--- config.mk ---
export PLATFORM = sky130hd
export DESIGN_NAME = dma_trig_unit
export DESIGN_NICKNAME = d
export VERILOG_FILES = /design/src/rtl/dtu_pkg.sv /design/src/rtl/dtu_port_edge.sv /design/src/rtl/dtu_src_mux.sv /design/src/rtl/dtu_flag.sv /design/src/rtl/dma_trig_unit.sv
export SDC_FILE = /design/constraint.sdc
export NUM_CORES = 1
export LEC_CHECK = 0
export ABC_AREA = 0
export BUFFER_PORTS_ARGS = -buffer_cell sky130_fd_sc_hd__buf_2
export CORE_MARGIN = 2
export CORE_UTILIZATION = 49
export DETAILED_ROUTE_END_ITERATION = 10
export GPL_TIMING_DRIVEN = 0
export PLACE_DENSITY = 0.9
export SYNTH_ARGS = -nofsm -noshare
export SYNTH_HDL_FRONTEND = slang
export SYNTH_SLANG_ARGS = --single-unit
--- constraint.sdc ---
create_clock -name clk -period 1.8 [get_ports clk]
set_clock_uncertainty 0.1 [all_clocks]
set_input_delay 0.09 -clock clk [delete_from_list [all_inputs] [get_ports clk]]
set_output_delay 0.09 -clock clk [all_outputs]
set_load 0.02 [all_outputs]
--- src/rtl/dtu_pkg.sv ---
package dtu_pkg;
  localparam int SEL_W = 4;
  typedef logic [SEL_W-1:0] sel_t;
  localparam sel_t SEL_SW   = 4'd0;
  localparam sel_t SEL_FALL = 4'd1;
  localparam sel_t SEL_RISE = 4'd2;
  localparam int   EV_BASE  = 3;
  localparam int   EV_MAX   = 10;
endpackage

--- src/rtl/dtu_port_edge.sv ---
module dtu_port_edge #(
  parameter int NCH    = 4,
  parameter int STAGES = 2
) (
  input  logic           clk,
  input  logic           rst_n,
  input  logic [NCH-1:0] pin_i,
  output logic [NCH-1:0] rise_o,
  output logic [NCH-1:0] fall_o
);
  localparam int MSB = STAGES - 1;

  for (genvar c = 0; c < NCH; c++) begin : g_ch
    logic [STAGES-1:0] chain;
    logic              prev;
    always_ff @(posedge clk) begin
      if (!rst_n) begin
        chain <= '0;
        prev  <= 1'b0;
      end else begin
        chain <= {chain[STAGES-2:0], pin_i[c]};
        prev  <= chain[MSB];
      end
    end
    assign rise_o[c] = chain[MSB] & ~prev;
    assign fall_o[c] = ~chain[MSB] & prev;

    // a held level yields one pulse only
    a_r5_one_rise: assert property (@(posedge clk) disable iff (!rst_n)
      rise_o[c] |=> !rise_o[c]);
    a_r5_one_fall: assert property (@(posedge clk) disable iff (!rst_n)
      fall_o[c] |=> !fall_o[c]);
  end
endmodule

--- src/rtl/dtu_src_mux.sv ---
module dtu_src_mux
  import dtu_pkg::*;
#(
  parameter int NCH  = 4,
  parameter int N_EV = 10
) (
  input  logic [NCH*SEL_W-1:0] sel_i,
  input  logic [NCH-1:0]       sw_i,
  input  logic [NCH-1:0]       rise_i,
  input  logic [NCH-1:0]       fall_i,
  input  logic [NCH*N_EV-1:0]  ev_i,
  output logic [NCH-1:0]       trig_o
);
  for (genvar c = 0; c < NCH; c++) begin : g_ch
    sel_t sel;
    assign sel = sel_i[c*SEL_W +: SEL_W];
    always_comb begin
      trig_o[c] = 1'b0;
      if (sel == SEL_SW)        trig_o[c] = sw_i[c];
      else if (sel == SEL_FALL) trig_o[c] = fall_i[c];
      else if (sel == SEL_RISE) trig_o[c] = rise_i[c];
      else begin
        for (int k = 0; k < N_EV; k++)
          if (sel == SEL_W'(EV_BASE + k)) trig_o[c] = ev_i[c*N_EV + k];
      end
    end
  end
endmodule

--- src/rtl/dtu_flag.sv ---
module dtu_flag #(
  parameter int NCH = 4
) (
  input  logic           clk,
  input  logic           rst_n,
  input  logic [NCH-1:0] trig_i,
  input  logic [NCH-1:0] ack_i,
  input  logic [NCH-1:0] clr_i,
  output logic [NCH-1:0] flag_o
);
  always_ff @(posedge clk) begin
    if (!rst_n) flag_o <= '0;
    else        flag_o <= (flag_o & ~ack_i & ~clr_i) | trig_i;
  end

  for (genvar c = 0; c < NCH; c++) begin : g_chk
    // a new trigger is never lost
    a_r11_trig_sets: assert property (@(posedge clk) disable iff (!rst_n)
      trig_i[c] |=> flag_o[c]);
    // acknowledge retires the request
    a_r9_ack_clears: assert property (@(posedge clk) disable iff (!rst_n)
      flag_o[c] && ack_i[c] && !trig_i[c] |=> !flag_o[c]);
    // request held under back-pressure
    a_r8_req_held: assert property (@(posedge clk) disable iff (!rst_n)
      flag_o[c] && !ack_i[c] && !clr_i[c] |=> flag_o[c]);
    // software clear
    a_r10_clr: assert property (@(posedge clk) disable iff (!rst_n)
      clr_i[c] && !trig_i[c] |=> !flag_o[c]);
  end
endmodule

--- src/rtl/dma_trig_unit.sv ---
module dma_trig_unit
  import dtu_pkg::*;
#(
  parameter int NCH         = 4,
  parameter int N_EV        = 10,
  parameter int SYNC_STAGES = 2,
  localparam int NPAIR      = NCH / 2,
  localparam int SW_ADDR    = NPAIR,
  localparam int FLAG_ADDR  = NPAIR + 1,
  localparam int AW         = $clog2(NPAIR + 2)
) (
  input  logic                clk,
  input  logic                rst_n,
  input  logic                reg_wr,
  input  logic [AW-1:0]       reg_waddr,
  input  logic [7:0]          reg_wdata,
  input  logic [AW-1:0]       reg_raddr,
  output logic [7:0]          reg_rdata,
  input  logic [NCH-1:0]      port_in,
  input  logic [NCH*N_EV-1:0] periph_ev,
  output logic [NCH-1:0]      dma_req,
  input  logic [NCH-1:0]      dma_ack
);
  logic [NCH*SEL_W-1:0] sel_q;
  logic [NCH-1:0] sw_hit, clr_hit, rise, fall, trig, flag;

  for (genvar p = 0; p < NPAIR; p++) begin : g_sel
    always_ff @(posedge clk) begin
      if (!rst_n) sel_q[p*8 +: 8] <= '0;
      else if (reg_wr && reg_waddr == AW'(p)) sel_q[p*8 +: 8] <= reg_wdata;
    end
  end

  assign sw_hit  = (reg_wr && reg_waddr == AW'(SW_ADDR))   ? reg_wdata[NCH-1:0] : '0;
  assign clr_hit = (reg_wr && reg_waddr == AW'(FLAG_ADDR)) ? reg_wdata[NCH-1:0] : '0;

  dtu_port_edge #(.NCH(NCH), .STAGES(SYNC_STAGES)) u_edge (
    .clk(clk), .rst_n(rst_n), .pin_i(port_in), .rise_o(rise), .fall_o(fall));

  dtu_src_mux #(.NCH(NCH), .N_EV(N_EV)) u_mux (
    .sel_i(sel_q), .sw_i(sw_hit), .rise_i(rise), .fall_i(fall),
    .ev_i(periph_ev), .trig_o(trig));

  dtu_flag #(.NCH(NCH)) u_flag (
    .clk(clk), .rst_n(rst_n), .trig_i(trig), .ack_i(dma_ack),
    .clr_i(clr_hit), .flag_o(flag));

  assign dma_req = flag;

  always_comb begin
    reg_rdata = '0;
    for (int p = 0; p < NPAIR; p++)
      if (reg_raddr == AW'(p)) reg_rdata = sel_q[p*8 +: 8];
    if (reg_raddr == AW'(FLAG_ADDR)) reg_rdata[NCH-1:0] = flag;
  end

  for (genvar c = 0; c < NCH; c++) begin : g_chk
    // reserved codes never raise a request
    a_r7_reserved_quiet: assert property (@(posedge clk) disable iff (!rst_n)
      (sel_q[c*SEL_W +: SEL_W] >= SEL_W'(EV_BASE + N_EV)) && !flag[c] |=> !flag[c]);
    // software request ignored off code 0000
    a_r4_sw_gated: assert property (@(posedge clk) disable iff (!rst_n)
      (sel_q[c*SEL_W +: SEL_W] >= SEL_W'(EV_BASE + N_EV)) && sw_hit[c] && !flag[c] |=> !flag[c]);
  end
  // software request address reads zero
  a_r3_sw_reads_zero: assert property (@(posedge clk) disable iff (!rst_n)
    reg_raddr == AW'(SW_ADDR) |-> reg_rdata == 8'h00);
endmodule

==> results.cfg, run 1 <==
[outcome]
status = finished clean

[global_route]
grt-ovfl-total = 0
busiest_layer = met2
grt_pass1_wl_um = 7970
grt_max_degree = 11
antenna_found_initial = 0
grt_pass1_vias = 1842
track_usage = 0.240
grt_use_met1 = 0.276
met2_usage = 0.419
grt_use_met3 = 0.0524

[synthesis]
netlist_instances = 223
yosysTopAreaCell = dfxtp_1
synth_top_family_by_area = simple AND/OR/NAND/NOR gates
ys.warnings.count = 0
synth-edff-count = 0
synth_top_flop_cell = dfxtp_1
synth-async-reset-ratio = 0
synthSimpleGateAreaFrac = 0.248
yosysSeqAreaShare = 0.334
ys_top_cells_by_area = dfxtp_1 (33%), mux2i_1 (11%), nor2_1 (5.3%)
ys_ff_latch = 32
synth_cell_types = 49
netlist.area_leader.share = 0.334
synth_compound_area_frac = 0.191
synth_nets = 286
synth_fa_ha_area_frac = 0
synth-xor-area-share = 0
netlist_area_um2 = 1920
syn_avg_cell_area_um2 = 8.61
muxShareOfSynthArea = 0.162

[final_layout]
utilization = 0.699
fin_nets = 378
diodes = 0
drive_gt1_frac = 0.323
multi_input_area_um2 = 1150
layout_commonest_cell = buf_2
layout_common_cells = buf_2 (77), dfxtp_1 (32), nor2_1 (27)
syn2layout_area_growth_pct = 35.3
num-fill-cells = 314
finalInstanceArea_um2 = 2600
seq_area_um2 = 641

[critical_path]
cp_num_buf_inv = 1
path_cells = buf_2, mux4_2, nor3b_1, o21ai_0, a31oi_1
cp.arrival_ps = 1730
worstSetupEndpointType = flop
critPathTopFamily = multiplexers
required_ps = 1860
cpMaxStageDelayCell = mux4_2
max_stage_delay_ps = 510
path_max_fanout = 10
reg2reg_slack_ps = 130
start_kind = flop
crit_type = flop to flop

[cts]
clkLatencyLatePin_ps = 290
path_clk_slew_ps = 70
h-tree-depth = 2
cts_buffers = 5
cts_tree = done
cts.sinks = 32
cts-root-buf = clkbuf_8
clockBufferDepth = 2
cts_setup_buffers = 0

[power_and_ir_drop]
fin_total_pwr_mw = 1.82
p_leak_nw = 1.17
p_sw_frac = 0.238
vdd_drop_max_uv = 544
pwr-share-seq = 0.413
pwr-share-clk = 0.415
p_comb_frac = 0.172
p_switching_mw = 0.433
power_density_nw_per_um2 = 700
intPower_mw = 1.39

[detailed_routing]
ant_nets = 0
vias_per_cell = 5.46
drt_iter0_drc = 125
route.vias.total = 1986
first_pass_iters = 4
routedWlPerCell_um = 13.9
drc = 0
drt-total-wl_um = 5040

[place]
port_buffers = 72
place_area_um2 = 2340
dp_hpwl_um = 3650
gp_congestion = 0.802

[timing]
setup_viol = 0
finalMaxSlewViolations = 0
slew_headroom = 0.620
min_period_ps = 1670
fmax_mhz = 598
rsz0062_at_grt = false
tns_ps = 0
min_period_over_period = 0.929
worst_pin_slew_ps = 569
hold_viol = 0

[floorplan]
die_h_um = 66.6
rows = 22
die_w_um = 66.6
start_util = 0.517
boundaryPins = 75
core_um2 = 3720
design.die.area_um2 = 4440

[worst_hold_path]
hold_class = primary input to flop

[run]
maxCapViolations = 0
area by class of cell:
cell class              instances  area share
repair buffers                 85       0.189
plain buffers                  21      0.0409
clock inverters                 1      0.0116
inverters                       6     0.00867
multi-input cells             164       0.443
flip-flops and latches         32       0.247
clock buffers                   7      0.0371
well taps                      48      0.0231
power groups by stage:
| stage | combinational, mW | sequential (mW) | clock (mW) |
|---|---|---|---|
| after detailed placement | 0.288 | 0.768 | 0 |
| after global routing | 0.343 | 0.754 | 0.799 |
| after floorplan | 0.165 | 0.770 | 0 |
| after CTS | 0.311 | 0.752 | 0.769 |
| final | 0.313 | 0.752 | 0.754 |
| after global placement | 0.280 | 0.766 | 0 |
repair_timing:
item | 4_1_cts | 5_1_grt
endpoints found under the hold margin | 17 | 0
setup endpoints to repair | 0 | 10
hold buffers | 13 | 0
gates resized for setup | 0 | 2
per-stage QoR:
step	hold WS, ps	setup slack [ps]	cells
floorplan	117	271	223
global placement	197	154	343
detailed placement	200	120	343
CTS	0.759	72.1	364
global route	55.5	3.43	364
finish	12.3	128	364
per-layer routing:
layer  up-vias  wire length, um
li1        996                -
met1       912             2140
met2        67             2520
met3        11              282
met4         0               95
met5         -                0
synth_stat cells (2+ instances only):
| library cell | number |
|---|---|
| mux2_2 | 6 |
| buf_2 | 5 |
| o21bai_1 | 2 |
| dfxtp_1 | 32 |
| nand2_1 | 10 |
| nor4bb_1 | 2 |
| nand4_1 | 2 |
| nand4b_1 | 2 |
| a22oi_1 | 2 |
| nor2b_1 | 4 |
| a31oi_1 | 2 |
| and2_1 | 12 |
| buf_6 | 2 |
| nor2_1 | 27 |
| nand3b_1 | 5 |
| a211o_1 | 2 |
| mux2i_1 | 22 |
| o22ai_1 | 3 |
| a211oi_1 | 4 |
| inv_1 | 6 |
| and3b_1 | 5 |
| a221oi_1 | 3 |
| and3_1 | 3 |
| a22o_1 | 4 |
| o21ai_0 | 10 |
| a21oi_1 | 7 |
| nor3b_1 | 4 |
| clkbuf_1 | 12 |
| nor3_1 | 3 |
registers in the layout, summed over array words and instances (netlist names):
name               cells
sel_q                 16
u_edge.g_ch.chain      8
u_edge.g_ch.prev       4
u_flag.flag_o          4
path summary, 6_finish.rpt:
check | start | end | cells past startpoint
max | sel_q[9] | u_flag.flag_o[2] | 5
min | reg_wdata[3] | sel_q[11] | 3
max reg2reg | sel_q[9] | u_flag.flag_o[2] | 5
min reg2reg | u_edge.g_ch[0].chain[0] | u_edge.g_ch[0].chain[1] | 1
worst register-to-register path, stage by stage (launching register included):
cell and delay [ps]:
dfxtp_1 310, buf_2 210, mux4_2 510, nor3b_1 140, o21ai_0 180, a31oi_1 100
logic make-up after synthesis:
| family | Yosys count |
|---|---|
| buffers and inverters | 27 |
| AND/OR/NAND/NOR | 84 |
| flip-flops | 32 |
| AO/OA/AOI/OAI | 51 |
| multiplexers | 29 |
Note: power is estimated with default switching activity, not from simulation.
==> run 2: changes to the inputs <==
- SYNTH_HIERARCHICAL: not set -> 1
==> run 2 against run 1 <==
Compared with the run above: non-clock buffer count down 10; register-to-register slack worse by 30 ps; hold slack got worse by 2.9 ps; count of clock-buffer cells in the layout shrank 1; power shrank 3.2%; via count fell by 2.0%; sequential share of layout area decreased by 0.56 points; largest power group is now sequential cells.
==> results.cfg, run 2 <==
[global_route]
grt_pass1_vias = 1841
track_usage = 0.218
grt_pass1_wl_um = 7510
grt-ovfl-total = 0
antenna_found_initial = 0
grt_max_degree = 14

[critical_path]
path_cells = buf_6, mux4_2, inv_1, o21ai_1, o31ai_1, a21oi_1, o21a_1
crit_type = flop to flop
critPathTopFamily = multiplexers
cp.arrival_ps = 1790
path_max_fanout = 8
required_ps = 1890
worstSetupEndpointType = flop
max_stage_delay_ps = 510
start_kind = flop
cp_num_buf_inv = 2
cpMaxStageDelayCell = mux4_2

[timing]
slew_headroom = 0.782
finalMaxSlewViolations = 0
hold_viol = 0
worst_pin_slew_ps = 326
rsz0062_at_grt = false
min_period_over_period = 0.947
min_period_ps = 1700
fmax_mhz = 587
setup_viol = 0
tns_ps = 0

[synthesis]
synth_cell_types = 42
yosysMostFrequentCell = dfxtp_1
yosysTopAreaCell = dfxtp_1
yosys-top-cells-count = dfxtp_1 (32), nand2_1 (30), mux2i_1 (29)
synth_nets = 289
ys_top_cells_by_area = dfxtp_1 (32%), mux2i_1 (14%), nand2_1 (5.6%)
synth_top_flop_cell = dfxtp_1
yosysSeqAreaShare = 0.318
ys_ff_latch = 32
syn_avg_cell_area_um2 = 8.91
synth-edff-count = 0
netlist_area_um2 = 2010
netlist_instances = 226
ys.warnings.count = 6
synth-async-reset-ratio = 0
netlist.area_leader.share = 0.318

[final_layout]
drive_gt1_frac = 0.369
syn2layout_area_growth_pct = 32.2
diodes = 0
largest_reg_flops = 16
layout_common_cells = buf_2 (76), dfxtp_1 (31), nand2_1 (30)
utilization = 0.671
finalNonFillerCells = 367
top_regs = sel_q x16, u_edge/g_ch.chain x8
finalInstanceArea_um2 = 2660
fin_nets = 379
layout_commonest_cell = buf_2
regMostFlops = sel_q

[power_and_ir_drop]
p_sw_frac = 0.245
p_leak_nw = 1.25
p_comb_frac = 0.186
vdd_drop_max_uv = 534
pwr-share-seq = 0.435
power_density_nw_per_um2 = 661
pwr-share-clk = 0.379
intPower_mw = 1.33
p_switching_mw = 0.431

[detailed_routing]
drc = 0
first_pass_iters = 4
top_layer_used = met4
drt_iter0_drc = 65
drt-total-wl_um = 4740
routedWlPerCell_um = 12.9
dr_wl_met3_um = 280
wl_met1_um = 2030
ant_nets = 0
vias_per_cell = 5.30
route.vias.total = 1946
met2_length_um = 2340

[floorplan]
core_um2 = 3970
rows = 23
die_w_um = 68.1
design.die.area_um2 = 4640
start_util = 0.507
die_h_um = 68.1
boundaryPins = 75

[place]
gp_congestion = 0.823
place_area_um2 = 2440
port_buffers = 72
dp_hpwl_um = 3560
dpl.cell_count = 348

[cts]
path_clk_slew_ps = 70
cts-root-buf = clkbuf_8
cts_setup_buffers = 0
h-tree-depth = 2
cts.sinks = 32
cts_buffers = 5
clkLatencyLatePin_ps = 290
clockBufferDepth = 2
cts_tree = done

[run]
maxCapViolations = 0

[worst_hold_path]
hold_class = primary input to flop

[outcome]
status = finished clean
run 2: changes by cell type after synthesis, moves of 4 or more:
cell	delta
nand3b_1	-4
mux2i_1	+7
and3b_1	-4
nand2_1	+20
inv_1	-4
o21ai_0	-8
clkbuf_1	-11
nor3b_2	+4
and2_2	+8
nor2b_1	+7
mux2_4	+5
nor2_1	-13
o21a_1	+4
run 2: path summary, 6_finish.rpt:
path,from,endpoint,slack [ps],depth (start not counted)
worst max register to register,sel_q[8],u_flag/flag_o[2],100,7
worst max-delay path,sel_q[8],u_flag/flag_o[2],100,7
worst min register to register,u_edge/g_ch[0].chain[0],u_edge/g_ch[0].chain[1],350,1
worst min-delay path,reg_wdata[1],sel_q[1],9,3
run 2: timing repair:
action / in CTS / in global routing
hold buffers: 11 / 0
hold endpoints to repair: 18 / 0
endpoints found under the setup margin: 0 / 2
gates resized for setup: 0 / 4
run 2: tightest hold or removal path: stages:
cell and delay [ps]:
buf_2 110, nand2_1 70, mux2i_1 70
run 2: area by class of cell:
cell class | count | area [um^2]
Fill cell | 344 | 1310
Buffer | 13 | 98.8
Multi-Input combinational cell | 179 | 1270
Sequential cell | 32 | 642
Inverter | 2 | 7.51
Tap cell | 50 | 62.6
Clock buffer | 6 | 72.6
Clock inverter | 2 | 35.0
Timing Repair Buffer | 83 | 470
run 2: kinds of logic (layout without fill, tap and decap cells):
| logic type | Yosys count | in the layout | share of synthesized area |
|---|---|---|---|
| buffers and inverters | 15 | 106 | 0.0515 |
| DFF | 32 | 32 | 0.318 |
| muxes | 39 | 39 | 0.215 |
| and+or+nand+nor | 97 | 97 | 0.264 |
| AOI/OAI and AO/OA | 43 | 43 | 0.152 |
run 2: layer usage:
layer / GRT usage / vias up
met3: 0.0395 / 10
met5: 0 / -
met4: 0.0950 / 0
met1: 0.237 / 898
li1: - / 979
met2: 0.409 / 59
run 2: power by group through the flow:
| stage | clock network, mW | registers (mW) | logic, mW |
|---|---|---|---|
| floorplan | 0 | 0.783 | 0.185 |
| global placement | 0 | 0.781 | 0.296 |
| detailed placement | 0 | 0.783 | 0.305 |
| CTS | 0.682 | 0.767 | 0.325 |
| global route | 0.715 | 0.771 | 0.359 |
| finish | 0.667 | 0.767 | 0.327 |
run 2: stage by stage:
| stage | hold WS (ps) | setup slack, ps | power, mW |
|---|---|---|---|
| after floorplan | 108 | 204 | 0.968 |
| after global placement | 195 | 109 | 1.08 |
| after detailed placement | 199 | 53.1 | 1.09 |
| after CTS | 1.02 | 48.0 | 1.77 |
| after global routing | 20.6 | 7.55 | 1.85 |
| final | 9.43 | 95.3 | 1.76 |
